### src/rtl/irq_pkg.sv
package irq_pkg;
    localparam int SRC_COUNT  = 7;
    localparam int ACC_WIDTH  = 4;
    localparam int SHORT_WAIT = 2;
    localparam int LONG_WAIT  = 3;

    typedef enum logic [2:0] {
        SRC_EXT0  = 3'd0,
        SRC_EXT1  = 3'd1,
        SRC_TMR1  = 3'd2,
        SRC_TMR2  = 3'd3,
        SRC_TMR3  = 3'd4,
        SRC_TMR4  = 3'd5,
        SRC_ADC   = 3'd6
    } src_e;
endpackage

### src/rtl/irq_en_bank.sv
module irq_en_bank #(
    parameter int DAT_W = 4,
    parameter int NSRC  = 7
) (
    input  logic             clk,
    input  logic             rst_n,
    input  logic             retain_i,
    input  logic [DAT_W-1:0] acc_i,
    input  logic             wr_lo_i,
    input  logic             wr_hi_i,
    input  logic             rd_lo_i,
    input  logic             rd_hi_i,
    output logic [DAT_W-1:0] acc_o,
    output logic [NSRC-1:0]  en_o
);
    typedef struct packed {
        logic [DAT_W-1:0] hi;
        logic [DAT_W-1:0] lo;
    } bank_t;

    bank_t bank_d, bank_q;

    always_comb begin
        bank_d = bank_q;
        if (retain_i) begin
            bank_d = '0;
        end else begin
            if (wr_lo_i) bank_d.lo = acc_i;
            if (wr_hi_i) bank_d.hi = acc_i;
        end
    end

    always_ff @(posedge clk or negedge rst_n) begin
        if (!rst_n) bank_q <= '0;
        else        bank_q <= bank_d;
    end

    always_comb begin
        if (rd_lo_i)      acc_o = bank_q.lo;
        else if (rd_hi_i) acc_o = bank_q.hi;
        else              acc_o = '0;
    end

    assign en_o = NSRC'(bank_q);
endmodule

### src/rtl/irq_req_flags.sv
module irq_req_flags #(
    parameter int NSRC = 7
) (
    input  logic            clk,
    input  logic            rst_n,
    input  logic [NSRC-1:0] set_i,
    input  logic [NSRC-1:0] clr_i,
    output logic [NSRC-1:0] flag_o
);
    logic [NSRC-1:0] flag_d, flag_q;

    for (genvar k = 0; k < NSRC; k++) begin : g_flag
        assign flag_d[k] = set_i[k] | (flag_q[k] & ~clr_i[k]);
    end

    always_ff @(posedge clk or negedge rst_n) begin
        if (!rst_n) flag_q <= '0;
        else        flag_q <= flag_d;
    end

    assign flag_o = flag_q;
endmodule

### src/rtl/irq_arbiter.sv
module irq_arbiter #(
    parameter int NSRC  = 7,
    parameter int IDX_W = 3
) (
    input  logic [NSRC-1:0]  cand_i,
    output logic             any_o,
    output logic [IDX_W-1:0] idx_o,
    output logic [NSRC-1:0]  win_o
);
    assign any_o = |cand_i;
    assign win_o = cand_i & (~cand_i + NSRC'(1));

    always_comb begin
        idx_o = '0;
        for (int k = NSRC - 1; k >= 0; k--) begin
            if (cand_i[k]) idx_o = IDX_W'(k);
        end
    end
endmodule

### src/rtl/irq_ctrl.sv
module irq_ctrl
    import irq_pkg::*;
#(
    parameter int NSRC      = SRC_COUNT,
    parameter int DAT_W     = ACC_WIDTH,
    parameter int SHORT_DLY = SHORT_WAIT,
    parameter int LONG_DLY  = LONG_WAIT,
    localparam int IDX_W    = $clog2(NSRC)
) (
    input  logic             clk,
    input  logic             rst_n,
    input  logic             retain_i,
    input  logic [DAT_W-1:0] acc_i,
    input  logic             wr_lo_i,
    input  logic             wr_hi_i,
    input  logic             rd_lo_i,
    input  logic             rd_hi_i,
    output logic [DAT_W-1:0] acc_o,
    input  logic [NSRC-1:0]  req_i,
    input  logic             gie_set_i,
    input  logic             gie_clr_i,
    input  logic             multi_i,
    input  logic             skip_req_i,
    input  logic [IDX_W-1:0] skip_src_i,
    output logic             skip_o,
    output logic             irq_o,
    output logic [IDX_W-1:0] vector_o
);
    localparam int CNT_W = $clog2(LONG_DLY + 1);
    localparam int NPAD  = 1 << IDX_W;

    typedef struct packed {
        logic             gie;
        logic [CNT_W-1:0] cnt;
        logic             irq;
        logic [IDX_W-1:0] vec;
    } seq_t;

    seq_t seq_d, seq_q;

    logic [NSRC-1:0]  en_w, flag_w, cand_w, win_w, clr_w, skip_clr_w;
    logic [NPAD-1:0]  en_pad, flag_pad;
    logic             any_w, take_w, gie_w;
    logic [IDX_W-1:0] win_idx_w;

    irq_en_bank #(.DAT_W(DAT_W), .NSRC(NSRC)) bank_i (
        .clk(clk), .rst_n(rst_n), .retain_i(retain_i), .acc_i(acc_i),
        .wr_lo_i(wr_lo_i), .wr_hi_i(wr_hi_i), .rd_lo_i(rd_lo_i), .rd_hi_i(rd_hi_i),
        .acc_o(acc_o), .en_o(en_w)
    );

    irq_req_flags #(.NSRC(NSRC)) flags_i (
        .clk(clk), .rst_n(rst_n), .set_i(req_i), .clr_i(clr_w), .flag_o(flag_w)
    );

    assign cand_w = flag_w & en_w & {NSRC{seq_q.gie}};

    irq_arbiter #(.NSRC(NSRC), .IDX_W(IDX_W)) arb_i (
        .cand_i(cand_w), .any_o(any_w), .idx_o(win_idx_w), .win_o(win_w)
    );

    // Polled path: valid only for sources whose enable bit is clear
    assign en_pad   = NPAD'(en_w);
    assign flag_pad = NPAD'(flag_w);
    assign skip_o   = skip_req_i && (int'(skip_src_i) < NSRC)
                      && flag_pad[skip_src_i] && !en_pad[skip_src_i];

    always_comb begin
        skip_clr_w = '0;
        for (int k = 0; k < NSRC; k++) begin
            if (skip_o && (int'(skip_src_i) == k)) skip_clr_w[k] = 1'b1;
        end
    end

    // Delay sequencer: a count of 1 marks the issue edge
    always_comb begin
        seq_d     = seq_q;
        seq_d.irq = 1'b0;
        take_w    = 1'b0;
        if (!any_w) begin
            seq_d.cnt = '0;
        end else if (seq_q.cnt == '0) begin
            seq_d.cnt = multi_i ? CNT_W'(LONG_DLY - 1) : CNT_W'(SHORT_DLY - 1);
        end else if (seq_q.cnt == CNT_W'(1)) begin
            take_w    = 1'b1;
            seq_d.irq = 1'b1;
            seq_d.vec = win_idx_w;
            seq_d.cnt = '0;
        end else begin
            seq_d.cnt = seq_q.cnt - CNT_W'(1);
        end

        if (take_w)         seq_d.gie = 1'b0;
        else if (gie_set_i) seq_d.gie = 1'b1;
        else if (gie_clr_i) seq_d.gie = 1'b0;
    end

    always_ff @(posedge clk or negedge rst_n) begin
        if (!rst_n) seq_q <= '0;
        else        seq_q <= seq_d;
    end

    assign clr_w    = (take_w ? win_w : '0) | skip_clr_w;
    assign gie_w    = seq_q.gie;
    assign irq_o    = seq_q.irq;
    assign vector_o = seq_q.vec;
endmodule

### config.mk
export PLATFORM = sky130hd
export DESIGN_NAME = irq_ctrl
export DESIGN_NICKNAME = d
export VERILOG_FILES = /design/src/rtl/irq_pkg.sv /design/src/rtl/irq_en_bank.sv /design/src/rtl/irq_req_flags.sv /design/src/rtl/irq_arbiter.sv /design/src/rtl/irq_ctrl.sv
export SDC_FILE = /design/constraint.sdc
export NUM_CORES = 1
export LEC_CHECK = 0
export ABC_AREA = 0
export BUFFER_PORTS_ARGS = -buffer_cell sky130_fd_sc_hd__buf_2
export CAP_MARGIN = 10
export CORE_MARGIN = 8
export CORE_UTILIZATION = 30
export DETAILED_ROUTE_END_ITERATION = 16
export PLACE_DENSITY = 0.61
export SLEW_MARGIN = 20
export SYNTH_ARGS = -nofsm -noshare
export SYNTH_HDL_FRONTEND = slang
export SYNTH_HIERARCHICAL = 1
export SYNTH_SLANG_ARGS = --single-unit
### constraint.sdc
create_clock -name clk -period 2 [get_ports clk]
set_input_delay 0.4 -clock clk [delete_from_list [all_inputs] [get_ports clk]]
set_output_delay 0.4 -clock clk [all_outputs]
set_load 0.01 [all_outputs]
---- Yosys cells after proc, flatten, opt, wreduce, memory -nomap -nowiden ----
Cells that the tools add are included.
cells by class
  multiply operators ...................... 0
  shift-type cells ........................ 0
  reduce and logical (&&, ||, !) cells .... 18
  bitwise logic cells ..................... 27
  equal/unequal tests ..................... 7
  $add $sub $neg .......................... 2
  mux-type cells .......................... 37
  order comparisons ....................... 2
  divide/modulo/power cells ............... 0
operators by type and width
  operator               count
  $mux W4                7
  $and A7 B7 Y7          3
  $mux W3                7
  $mux W1                15
  $eq A3 B3 Y1 const B   4
  $logic_and A1 B1 Y1    10
  $mux W2                4
  $mux W8                1
  $not A1 Y1             8
  $add A7 B1 Y7 const B  1
  $and A1 B1 Y1          7
  $mux W7                1
  $not A7 Y7             1
  $or A1 B1 Y1           7
  $or A7 B7 Y7           1
  $reduce_or A7 Y1       1
  $bmux W1 S3            2
  $eq A3 B2 Y1 const B   2
  $lt A3 B4 Y1 const B   1
  $reduce_bool A2 Y1     2
  $logic_not A3 Y1       1
  $lt A3 B3 Y1 const B   1
  $reduce_and A3 Y1      1
  $reduce_bool A3 Y1     1
  4 further kinds        4
storage, ports and cells
  bits in registers ....................... 22
  output and inout port bits .............. 9
  ROM bits ................................ 0
  input bits .............................. 25
  word-level logic and storage cells ...... 100
  latch bits .............................. 0
  bits in writable memories ............... 0
  memories ................................ 0

---- Longest topological paths before layout ----
Gate-level depths: netlist (run 1).
  depth after elaboration ................. 12
  gate-level depth with buffers ........... 10
  gate-level depth less buffers ........... 8

---- Hierarchy ----
Netlist (run 1), hierarchy kept.
modules (own cells, without submodules)
  module         cells an instance  times used  area an instance (µm²)  sequential area each (µm²)
  irq_ctrl       66                 1           599.3                   175.2
  irq_en_bank    43                 1           432.9                   200.2
  irq_req_flags  21                 1           254.0                   175.2
  irq_arbiter    19                 1           115.1                   0.0

---- Least setup slack after synthesis (run 1) ----
Ideal clock, no wire load.
  path type ............................... register -> register
  start point ............................. register bank_i.bank_q, in the netlist bank_i/en_o[0]
  end point ............................... register flags_i.flag_q[2] (netlist: flags_i/flag_o[2])
  arrival time ............................ 1904 ps
  buffers on the path ..................... 2
  path slack .............................. 33 ps
  clock period less this slack ............ 1967 ps
  required time ........................... 1936 ps
  stages on the path, launching flop included .. 10
  cells stage by stage .................... dfrtp_1 > buf_4 > and3_1 > nor4_1 > nand2_1 > and2_1 > clkbuf_1 > a22o_1 > inv_1 > a21o_1
on the way
  elaborated cells between the ends (all ways) .. 18
RTL lines
  item                         line                 text
  start: declaration           irq_en_bank.sv:21    bank_t bank_d, bank_q;
  start signal: assignment     irq_en_bank.sv:35    else bank_q <= bank_d;
  $and A7 B7 Y7 (2 in a row)   irq_ctrl.sv:56       assign cand_w = flag_w & en_w & {NSRC{seq_q.gie}};
  named net cand_w[0]          irq_ctrl.sv:41       logic [NSRC-1:0] en_w, flag_w, cand_w, win_w, clr_w, skip_clr_w;
  $reduce_or A7 Y1             irq_arbiter.sv:10    assign any_o = |cand_i;
  named net any_w              irq_ctrl.sv:43       logic any_w, take_w, gie_w;
  $mux W1                      irq_ctrl.sv:80       if (!any_w) begin
  $mux W7                      irq_ctrl.sv:103      assign clr_w = (take_w ? win_w : '0) | skip_clr_w;
  $or A7 B7 Y7                 irq_ctrl.sv:103
  named net clr_w[2]           irq_ctrl.sv:41
  $not A1 Y1                   irq_req_flags.sv:13  assign flag_d[k] = set_i[k] | (flag_q[k] & ~clr_i[k]);
  $and A1 B1 Y1                irq_req_flags.sv:13
  $or A1 B1 Y1                 irq_req_flags.sv:13
  named net flags_i.flag_d[2]  irq_req_flags.sv:10  logic [NSRC-1:0] flag_d, flag_q;
  end signal: assignment       irq_req_flags.sv:18  else flag_q <= flag_d;
  end: declaration             irq_req_flags.sv:10
The timed path passes the listed nets, and every way through them passes these cells. The select of a mux whose other input is x is not followed.
A chain may end at the register's enable or synchronous reset.

---- Worst setup path after layout (run 1) ----
  start point ............................. register bank_i.bank_q, in the netlist bank_i/en_o[2]
  end point ............................... output skip_o
on the way
  cells in the longest elaborated chain, start to end .. 4
RTL lines
  item                           line            text
  $bmux W1 S3                    irq_ctrl.sv:66  && flag_pad[skip_src_i] && !en_pad[skip_src_i];
  $mux W1 (implied by the code)  irq_ctrl.sv:66
  $logic_not A1 Y1               irq_ctrl.sv:66
  $logic_and A1 B1 Y1            irq_ctrl.sv:66
  end: declaration               irq_ctrl.sv:25  output logic skip_o,
No other way between the ends. The select of a mux whose other input is x is not followed.

==> results of run 1 <==
[state kept, by name (all words and copies together) (netlist names)]
register and flops:
flags_i/flag_o 7, vector_o 3, irq_o 1, bank_i/en_o 7, gie_w 1, seq_q 2
bank_i/bank_q 1
[kinds of logic (layout without fill, tap and decap cells)]
family                   Yosys count  in the layout  synth area share
multiplexers                      11             11            0.0813
AO/OA/AOI/OAI                     26             26             0.136
AND/OR/NAND/NOR                   58             58             0.246
buffers and inverters             29             59             0.118
flip-flops                        22             22             0.393
adder cells (fa/ha/maj)            3              3            0.0268
[where the power goes]
group / internal, mW / switching (mW)
sequential: 0.515 / 0.0475
clock: 0.268 / 0.151
combinational: 0.207 / 0.209
[layout by cell type, fill, tap and decap left out, types with 2 or more instances in the layout]
cell,count
buf_2,33
dfrtp_1,21
nor2_1,16
inv_1,13
nand2_1,8
buf_4,8
mux2i_1,8
a21o_1,7
o21ai_0,6
and3_1,6
nand3b_1,3
a22o_1,3
mux2_2,3
ha_1,3
and2_1,3
clkbuf_8,3
a21oi_2,2
nor2b_1,2
a32o_1,2
nor3_1,2
[repair_timing]
| item | CTS | global route |
|---|---|---|
| pin swaps | 2 | 0 |
| hold endpoints to repair | 0 | 0 |
| setup buffers | 0 | 1 |
| setup endpoints to repair | 4 | 7 |
| resized for setup | 3 | 8 |
[through the flow]
stage,util,setup WS [ns]
finish,0.369,-0.00906
global route,0.369,-0.0703
CTS,0.362,-0.0213
detailed placement,0.343,-0.0473
global placement,0.343,0.0596
floorplan,-,0.0325
[synthesized netlist by cell type (2+ instances only)]
| cell type | n | area [um^2] |
|---|---|---|
| nor2_1 | 16 | 60.1 |
| mux2_2 | 3 | 33.8 |
| o21ai_0 | 6 | 30.0 |
| a32o_1 | 2 | 20.0 |
| ha_1 | 3 | 37.5 |
| inv_1 | 13 | 48.8 |
| nand2_1 | 9 | 33.8 |
| mux2i_1 | 8 | 80.1 |
| buf_4 | 13 | 97.6 |
| dfrtp_1 | 22 | 551 |
| nand3b_1 | 3 | 22.5 |
| and3_1 | 8 | 50.1 |
| a21oi_1 | 3 | 15.0 |
| nor2b_1 | 2 | 12.5 |
| a22o_1 | 3 | 26.3 |
| nor3_1 | 2 | 10.0 |
| a21o_1 | 7 | 52.6 |
| or3b_1 | 2 | 17.5 |
| and2_1 | 4 | 25.0 |
[final timing paths]
kind                       slack (ns)           endpoint         startpoint
min                              0.09           seq_q[5]              rst_n
min reg2reg                      0.50  flags_i/flag_o[5]  flags_i/flag_o[5]
max                            -0.009             skip_o     bank_i/en_o[2]
max in group asynchronous        1.55              gie_w              rst_n
max reg2reg                      0.09  flags_i/flag_o[5]              gie_w
min in group clk                 0.30  flags_i/flag_o[0]           req_i[0]
[cell type report]
type	count	share of cell area
repair buffers	42	0.139
inverters	13	0.0288
flip-flops and latches	22	0.325
clock buffers	3	0.0243
well taps	54	0.0398
multi-input cells	98	0.425
clock inverters	1	0.0177
[critical path, delay by kind of cell (launching register included)]
kind,cells,cell delay [ns]
AO/OA/AOI/OAI,2,0.32
AND/OR/NAND/NOR,1,0.37
buffers and inverters,2,0.27
flip-flops,1,0.39
[per-layer routing]
| layer | share of wire | global-route usage | up-vias |
|---|---|---|---|
| met2 | 0.46 | 0.157 | 27 |
| li1 | - | - | 567 |
| met5 | 0 | 0 | - |
| met3 | 0.048 | 0.0310 | 4 |
| met4 | 0.011 | 0.0293 | 0 |
| met1 | 0.48 | 0.121 | 506 |
==> metrics.md, run 1 <==
| Metric | Value |
|---|---|
| Finished Layout Cells | 233 |
| Slowest stage delay, CP | 0.39 ns |
| Skew final | 0.00115 ns |
| CP cell instances | buf_4 > or3b_4 > a21oi_2 > o311a_1 > buf_2 |
| FF-to-FF path depth | 8 |
| I/O Buffers | 33 |
| Die Ht | 84.3 um |
| Largest net degree at the start of global routing | 23 |
| # setup viols final | 1 |
| Post-route design area | 0.00170 mm^2 |
| Vias post-DR | 1104 |
| Slew @ Worst Pin | 0.495 ns |
| Slew headroom | 0.670 |
| PnR worst setup slack | -0.00906 ns |
| Run status | finished, violations left |
| Synth-to-layout area growth | 21.1% |
| Type of the worst min-delay path | input port to asynchronous set/reset pin |
| HPWL Detailed | 2640 um |
| Max Transition Viols Final | 0 |
| Crit-path max FO | 4 |
| Worst-Skew Late Latency | 0.27 ns |
| Synth Warn # | 6 |
| I/O pin cnt | 34 |
| CP max stage cell | dfrtp_1 |
| Die footprint | 0.00711 mm^2 |
| Syn nets | 177 |
| Residual DRC | 0 |
| Fillers | 470 |
| Power Density | 823 mW/mm^2 |
| Min cycle time layout | 2.01 ns |
| GPL Wtd Cong | 0.804 |
| DRT Pass-1 Iters | 4 |
| Violated checks | setup timing |
| CTS Root Cell | clkbuf_8 |
| Tcrit/Tclk final | 1.00 |
| Post-DR vias/cell | 4.74 |
| Synth cell types | 39 |
| Detailed Route WL | 3220 um |
| Worst Setup Path Type | flip-flop to primary output |
| Initial antenna violation count | 0 |
| Synthesized area | 0.00140 mm^2 |
| Avg WL per Cell | 13.8 um |
| CTS tree | done |
| Lkg Pwr | 0.825 nW |
| 1st-iter DRT viols | 47 |
| Fmax | 0.498 GHz |
| Core area | 0.00460 mm^2 |
| TNS Setup | -0.00906 ns |
| Die width | 84.3 um |
| Vias in the first global route | 1233 |
| Cts bufs inserted | 3 |
| Endpoint type of the worst setup path | primary output |
| RSZ-0062 raised after global routing | true |
| Routed Antenna Nets | 0 |
| Hold buffer count at cts | 0 |
| Clk sinks | 22 |
| Hold slack | 0.0874 ns |
| Max Cap Viol | 0 |
| Cells after DPL | 228 |
| Final Hold Vio Count | 0 |
| Dpl cell area | 0.00158 mm^2 |
| Clk slew on worst S/H paths | 0.08 ns |
| Sequential fraction of the synthesis area | 0.393 |
| Post-synthesis register bit count | 22 |
| Share of layout cells above drive strength 1 | 0.352 |
| Syn avg cell area | 9.40 um^2 |
| Grt total ovfl | 0 |
| Reg area | 552 um^2 |
| Maximum vdd drop | 0.354 mV |
| # nets final | 208 |
| Ys flop type | dfrtp_1 |
| # diodes | 0 |
| H-tree depth | 1 |
| Multi-input logic area | 721 um^2 |
| EDFF count, synth | 0 |
| Final Power | 1.40 mW |
| Arrival time at the worst endpoint | 1.61 ns |
| Cells after Synth | 149 |
| Crit path launch type | flip-flop |
| First-pass GRT wire length | 5690 um |
| Worst EP required | 1.60 ns |
| Initial Util | 0.305 |
| Async S/R FF share, synth | 1.00 |
| Total track usage | 0.0974 |
| Deepest clock path buffer count | 2 |
| Core Rows | 25 |
Note: power is estimated with default switching activity, not from simulation.
==> inputs of run 2 (changes only) <==
--- a/config.mk
+++ b/config.mk
@@ -8,6 +8,7 @@
 export ABC_AREA = 0
 export BUFFER_PORTS_ARGS = -buffer_cell sky130_fd_sc_hd__buf_2
 export CAP_MARGIN = 10
+export CORE_ASPECT_RATIO = 0.6
 export CORE_MARGIN = 8
 export CORE_UTILIZATION = 30
 export DETAILED_ROUTE_END_ITERATION = 16
==> metrics.md, run 2 (synthesis results as in run 1) <==
| Metric | Value |
|---|---|
| Run status | finished, violations left |
| Violated checks | setup timing |
| # diodes | 0 |
| Fmax | 0.490 GHz |
| Cells after DPL | 238 |
| RR Endpoint | flags_i/flag_o[5] |
| Min cycle time layout | 2.04 ns |
| Share of layout cells above drive strength 1 | 0.374 |
| Routed Antenna Nets | 0 |
| I/O Buffers | 33 |
| CTS Root Cell | clkbuf_8 |
| 1st-iter DRT viols | 69 |
| Met2 Usage GRT | 0.121 |
| M3 GR Usage | 0.0353 |
| CP Buf/Inv Count | 2 |
| Core area | 0.00454 mm^2 |
| Power Density | 813 mW/mm^2 |
| Crit-path max FO | 2 |
| H-tree depth | 1 |
| HPWL Detailed | 2790 um |
| Slew headroom | 0.660 |
| Finished Layout Cells | 245 |
| Crit path launch type | flip-flop |
| Avg WL per Cell | 14.4 um |
| Vias post-DR | 1166 |
| Arrival time at the worst endpoint | 1.64 ns |
| Residual DRC | 0 |
| First-pass GRT wire length | 5380 um |
| Deepest clock path buffer count | 2 |
| Final Hold Vio Count | 0 |
| FF-to-FF path depth | 8 |
| Critical R2R Launch | gie_w |
| Vias in the first global route | 1040 |
| Slowest stage delay, CP | 0.39 ns |
| Lkg Pwr | 0.841 nW |
| Post-DR vias/cell | 4.76 |
| # setup viols final | 1 |
| Setup slack, reg-to-reg | 0.07 ns |
| Slew @ Worst Pin | 0.510 ns |
| Synth-to-layout area growth | 25.2% |
| Grt total ovfl | 0 |
| Die footprint | 0.00719 mm^2 |
| Commonest non-fill, non-tap cell in the layout | buf_2 |
| Met1 Resource Use GR | 0.147 |
| Core Rows | 19 |
| Detailed Route WL | 3520 um |
| Max Transition Viols Final | 0 |
| Type of the worst min-delay path | input port to asynchronous set/reset pin |
| CP cell instances | buf_6 > or3b_4 > a21oi_4 > o311a_1 > buf_2 |
| Worst Setup Path Type | flip-flop to primary output |
| Total track usage | 0.0955 |
| # nets final | 211 |
| CTS tree | done |
| Maximum vdd drop | 0.312 mV |
| Worst EP required | 1.60 ns |
| Worst-Skew Late Latency | 0.26 ns |
| Final Power | 1.43 mW |
| Clk slew on worst S/H paths | 0.08 ns |
| GPL Wtd Cong | 0.797 |
| Largest net degree at the start of global routing | 23 |
| I/O pin cnt | 34 |
| Cts bufs inserted | 3 |
| DRT Pass-1 Iters | 4 |
| Initial antenna violation count | 0 |
| Skew final | 0.00224 ns |
| Die width | 104 um |
| Tcrit/Tclk final | 1.02 |
| Clk sinks | 22 |
| Die Ht | 68.9 um |
| Endpoint type of the worst setup path | primary output |
| Delay-heaviest family, CP | flip-flops |
| Initial Util | 0.309 |
| PnR worst setup slack | -0.0402 ns |
| Most frequent cells in the layout | buf_2 (33), dfrtp_1 (21), nor2_1 (15) |
| Max Cap Viol | 0 |
| CP max stage cell | dfrtp_1 |
| RSZ-0062 raised after global routing | true |
| Grt peak-use layer | met1 |
## run 2: cell types whose count changed in the layout (fill, tap and decap cells not counted), sizes merged
cell	previous run	this run
buf	42	45
## run 2: area by class of cell
cell class	count	area, um^2
Fill cell	470	2790
Multi-Input combinational cell	98	741
Sequential cell	22	552
Timing Repair Buffer	45	263
Tap cell	63	78.8
Inverter	13	48.8
Clock buffer	3	41.3
Clock inverter	1	30.0
## run 2: worst max path at each step
stage	slack (ns)	to	depth (start not counted)	from
2_1_floorplan	0.03	flags_i/flag_o[2]	9	bank_i/en_o[0]
3_3_place_gp	0.06	flags_i/flag_o[5]	8	gie_w
3_5_place_dp	-0.12	flags_i/flag_o[2]	7	gie_w
4_1_cts	-0.03	skip_o	4	bank_i/en_o[5]
5_1_grt	-0.1	skip_o	5	bank_i/en_o[0]
6_report	-0.04	skip_o	5	bank_i/en_o[0]
## run 2: what timing repair did
item                                    in CTS  in global routing
endpoints found under the setup margin      11                  7
pin swaps                                    1                  5
buffers inserted                             1                  2
gates resized for setup                      5                 12
hold buffers                                 0                  0
## run 2: power breakdown
group / switching [mW] / total (mW) / internal (mW) / leakage (nW)
clock network: 0.149 / 0.416 / 0.267 / 0.0357
logic: 0.223 / 0.446 / 0.223 / 0.546
registers: 0.0490 / 0.564 / 0.515 / 0.259
## run 2: per-layer routing
layer  wire length, um  part of all wire
met4                 8            0.0023
met3               251             0.071
met1              1880              0.53
met2              1380              0.39
met5                 0                 0
## run 2: metrics by stage
stage	util	worst slack [ns]	hold WS, ns	area, um^2	setup TNS, ns
2_1_floorplan	-	0.0325	0.104	1400	0
3_3_place_gp	0.352	0.0609	0.400	1600	0
3_5_place_dp	0.352	-0.117	0.402	1600	-0.619
4_1_cts	0.374	-0.0264	0.109	1700	-0.0264
5_1_grt	0.386	-0.0996	0.131	1750	-0.0996
6_report	0.386	-0.0402	0.0949	1750	-0.0402
==> inputs of run 3 (changes only) <==
--- a/config.mk
+++ b/config.mk
@@ -12,9 +12,10 @@
 export CORE_MARGIN = 8
 export CORE_UTILIZATION = 30
 export DETAILED_ROUTE_END_ITERATION = 16
-export PLACE_DENSITY = 0.61
+export PLACE_DENSITY = 0.49
 export SLEW_MARGIN = 20
 export SYNTH_ARGS = -nofsm -noshare
 export SYNTH_HDL_FRONTEND = slang
 export SYNTH_HIERARCHICAL = 1
 export SYNTH_SLANG_ARGS = --single-unit
+export TNS_END_PERCENT = 30
==> metrics.md, run 3 (synthesis results as in run 1) <==
| Metric | Value |
|---|---|
| Run status | finished, violations left |
| Violated checks | setup timing |
| Slew headroom | 0.656 |
| Routed Antenna Nets | 0 |
| Endpoint type of the worst setup path | primary output |
| Share of layout cells above drive strength 1 | 0.341 |
| # setup viols final | 1 |
| Vias post-DR | 1170 |
| Die footprint | 0.00719 mm^2 |
| CTS Root Cell | clkbuf_8 |
| Cts bufs inserted | 3 |
| Clk slew on worst S/H paths | 0.08 ns |
| Worst-Skew Late Latency | 0.27 ns |
| RSZ-0062 raised after global routing | true |
| Power Density | 775 mW/mm^2 |
| I/O pin cnt | 34 |
| Dpl cell area | 0.00160 mm^2 |
| Grt total ovfl | 0 |
| Utilization after layout | 0.372 |
| Final Hold Vio Count | 0 |
| Arrival time at the worst endpoint | 1.63 ns |
| Setup slack, reg-to-reg | 0.07 ns |
| Skew final | 0.00781 ns |
| Delay-heaviest family, CP | flip-flops |
| DRT Pass-1 Iters | 4 |
| Core area | 0.00454 mm^2 |
| Initial Util | 0.309 |
| HPWL Detailed | 2860 um |
| Max Cap Viol | 0 |
| Die Ht | 68.9 um |
| Synth-to-layout area growth | 20.4% |
| Maximum vdd drop | 0.263 mV |
| Initial antenna violation count | 0 |
| PnR worst setup slack | -0.0325 ns |
| Worst Setup Path Type | flip-flop to primary output |
| Vias in the first global route | 1170 |
| GPL Wtd Cong | 0.906 |
| Max Transition Viols Final | 0 |
| Critical R2R Launch | gie_w |
| Tcrit/Tclk final | 1.02 |
| Fmax | 0.492 GHz |
| Lkg Pwr | 0.819 nW |
| 1st-iter DRT viols | 70 |
| Clk sinks | 22 |
| Commonest non-fill, non-tap cell in the layout | buf_2 |
| Crit path launch type | flip-flop |
| H-tree depth | 1 |
| FF-to-FF path depth | 8 |
| Most frequent cells in the layout | buf_2 (33), dfrtp_1 (21), nor2_1 (16) |
| Worst EP required | 1.60 ns |
| First-pass GRT wire length | 5800 um |
| Type of the worst min-delay path | input port to asynchronous set/reset pin |
| Slowest stage delay, CP | 0.39 ns |
| Total track usage | 0.100 |
| Core Rows | 19 |
| Detailed Route WL | 3610 um |
| RR Endpoint | flags_i/flag_o[5] |
| Fillers | 459 |
| Post-placement setup slack | -0.0546 ns |
| CP Buf/Inv Count | 2 |
| CTS tree | done |
| Post-DR vias/cell | 4.83 |
| CP max stage cell | dfrtp_1 |
| Crit-path max FO | 4 |
| I/O Buffers | 33 |
| Hold slack | 0.0972 ns |
| TNS Setup | -0.0325 ns |
| Residual DRC | 0 |
| CP cell instances | buf_4 > or3b_1 > a21oi_2 > o311a_1 > buf_2 |
| Avg WL per Cell | 14.9 um |
| Min cycle time layout | 2.03 ns |
| # nets final | 208 |
| Hold buffer count at cts | 0 |
| Die width | 104 um |
| Largest net degree at the start of global routing | 23 |
| Slew @ Worst Pin | 0.516 ns |
| # diodes | 0 |
| Post-route design area | 0.00169 mm^2 |
| Deepest clock path buffer count | 2 |
[run 3: cell count changes in the layout (fill, tap and decap cells not counted), sizes merged]
cell,delta
buf,-3
bufinv,-1
clkbuf,+1
[run 3: metrics by stage]
stage	instances	power, mW
detailed placement	238	0.976
global route	242	1.39
floorplan	149	0.869
global placement	238	0.964
CTS	242	1.31
finish	242	1.31
[run 3: how the worst max path moves through the flow]
stage | from | to | cells after the start | slack, ns
floorplan | bank_i/en_o[0] | flags_i/flag_o[2] | 9 | 0.03
global placement | gie_w | flags_i/flag_o[2] | 7 | 0.05
detailed placement | gie_w | flags_i/flag_o[2] | 7 | -0.05
CTS | bank_i/en_o[2] | skip_o | 5 | -0.03
global route | bank_i/en_o[2] | skip_o | 5 | -0.09
finish | bank_i/en_o[2] | skip_o | 5 | -0.03
[run 3: per-layer routing]
| layer | global-route usage | vias up | share of wire |
|---|---|---|---|
| met5 | 0 | - | 0 |
| met4 | 0.0411 | 0 | 0.012 |
| met3 | 0.0269 | 5 | 0.040 |
| met2 | 0.152 | 30 | 0.43 |
| met1 | 0.135 | 569 | 0.52 |
| li1 | - | 566 | - |
[run 3: area by class of cell]
class	count	area (um^2)	area share
clock buffer	4	55.1	0.0326
inverter	13	48.8	0.0289
multi-input combinational	98	717	0.425
sequential	22	552	0.327
tap	63	78.8	0.0467
timing repair buffer	42	236	0.140
[run 3: power breakdown]
part | total (mW) | leakage, nW | switching (mW) | internal (mW)
sequential | 0.562 | 0.259 | 0.0472 | 0.515
clock | 0.320 | 0.0288 | 0.145 | 0.176
combinational | 0.425 | 0.532 | 0.220 | 0.205
total | 1.31 | 0.819 | 0.412 | 0.896
[run 3: what timing repair did]
action	in CTS	in global routing
buffers inserted	0	0
pin swaps	2	0
endpoints found under the setup margin	7	10
gates resized for setup	3	6
hold endpoints to repair	0	0
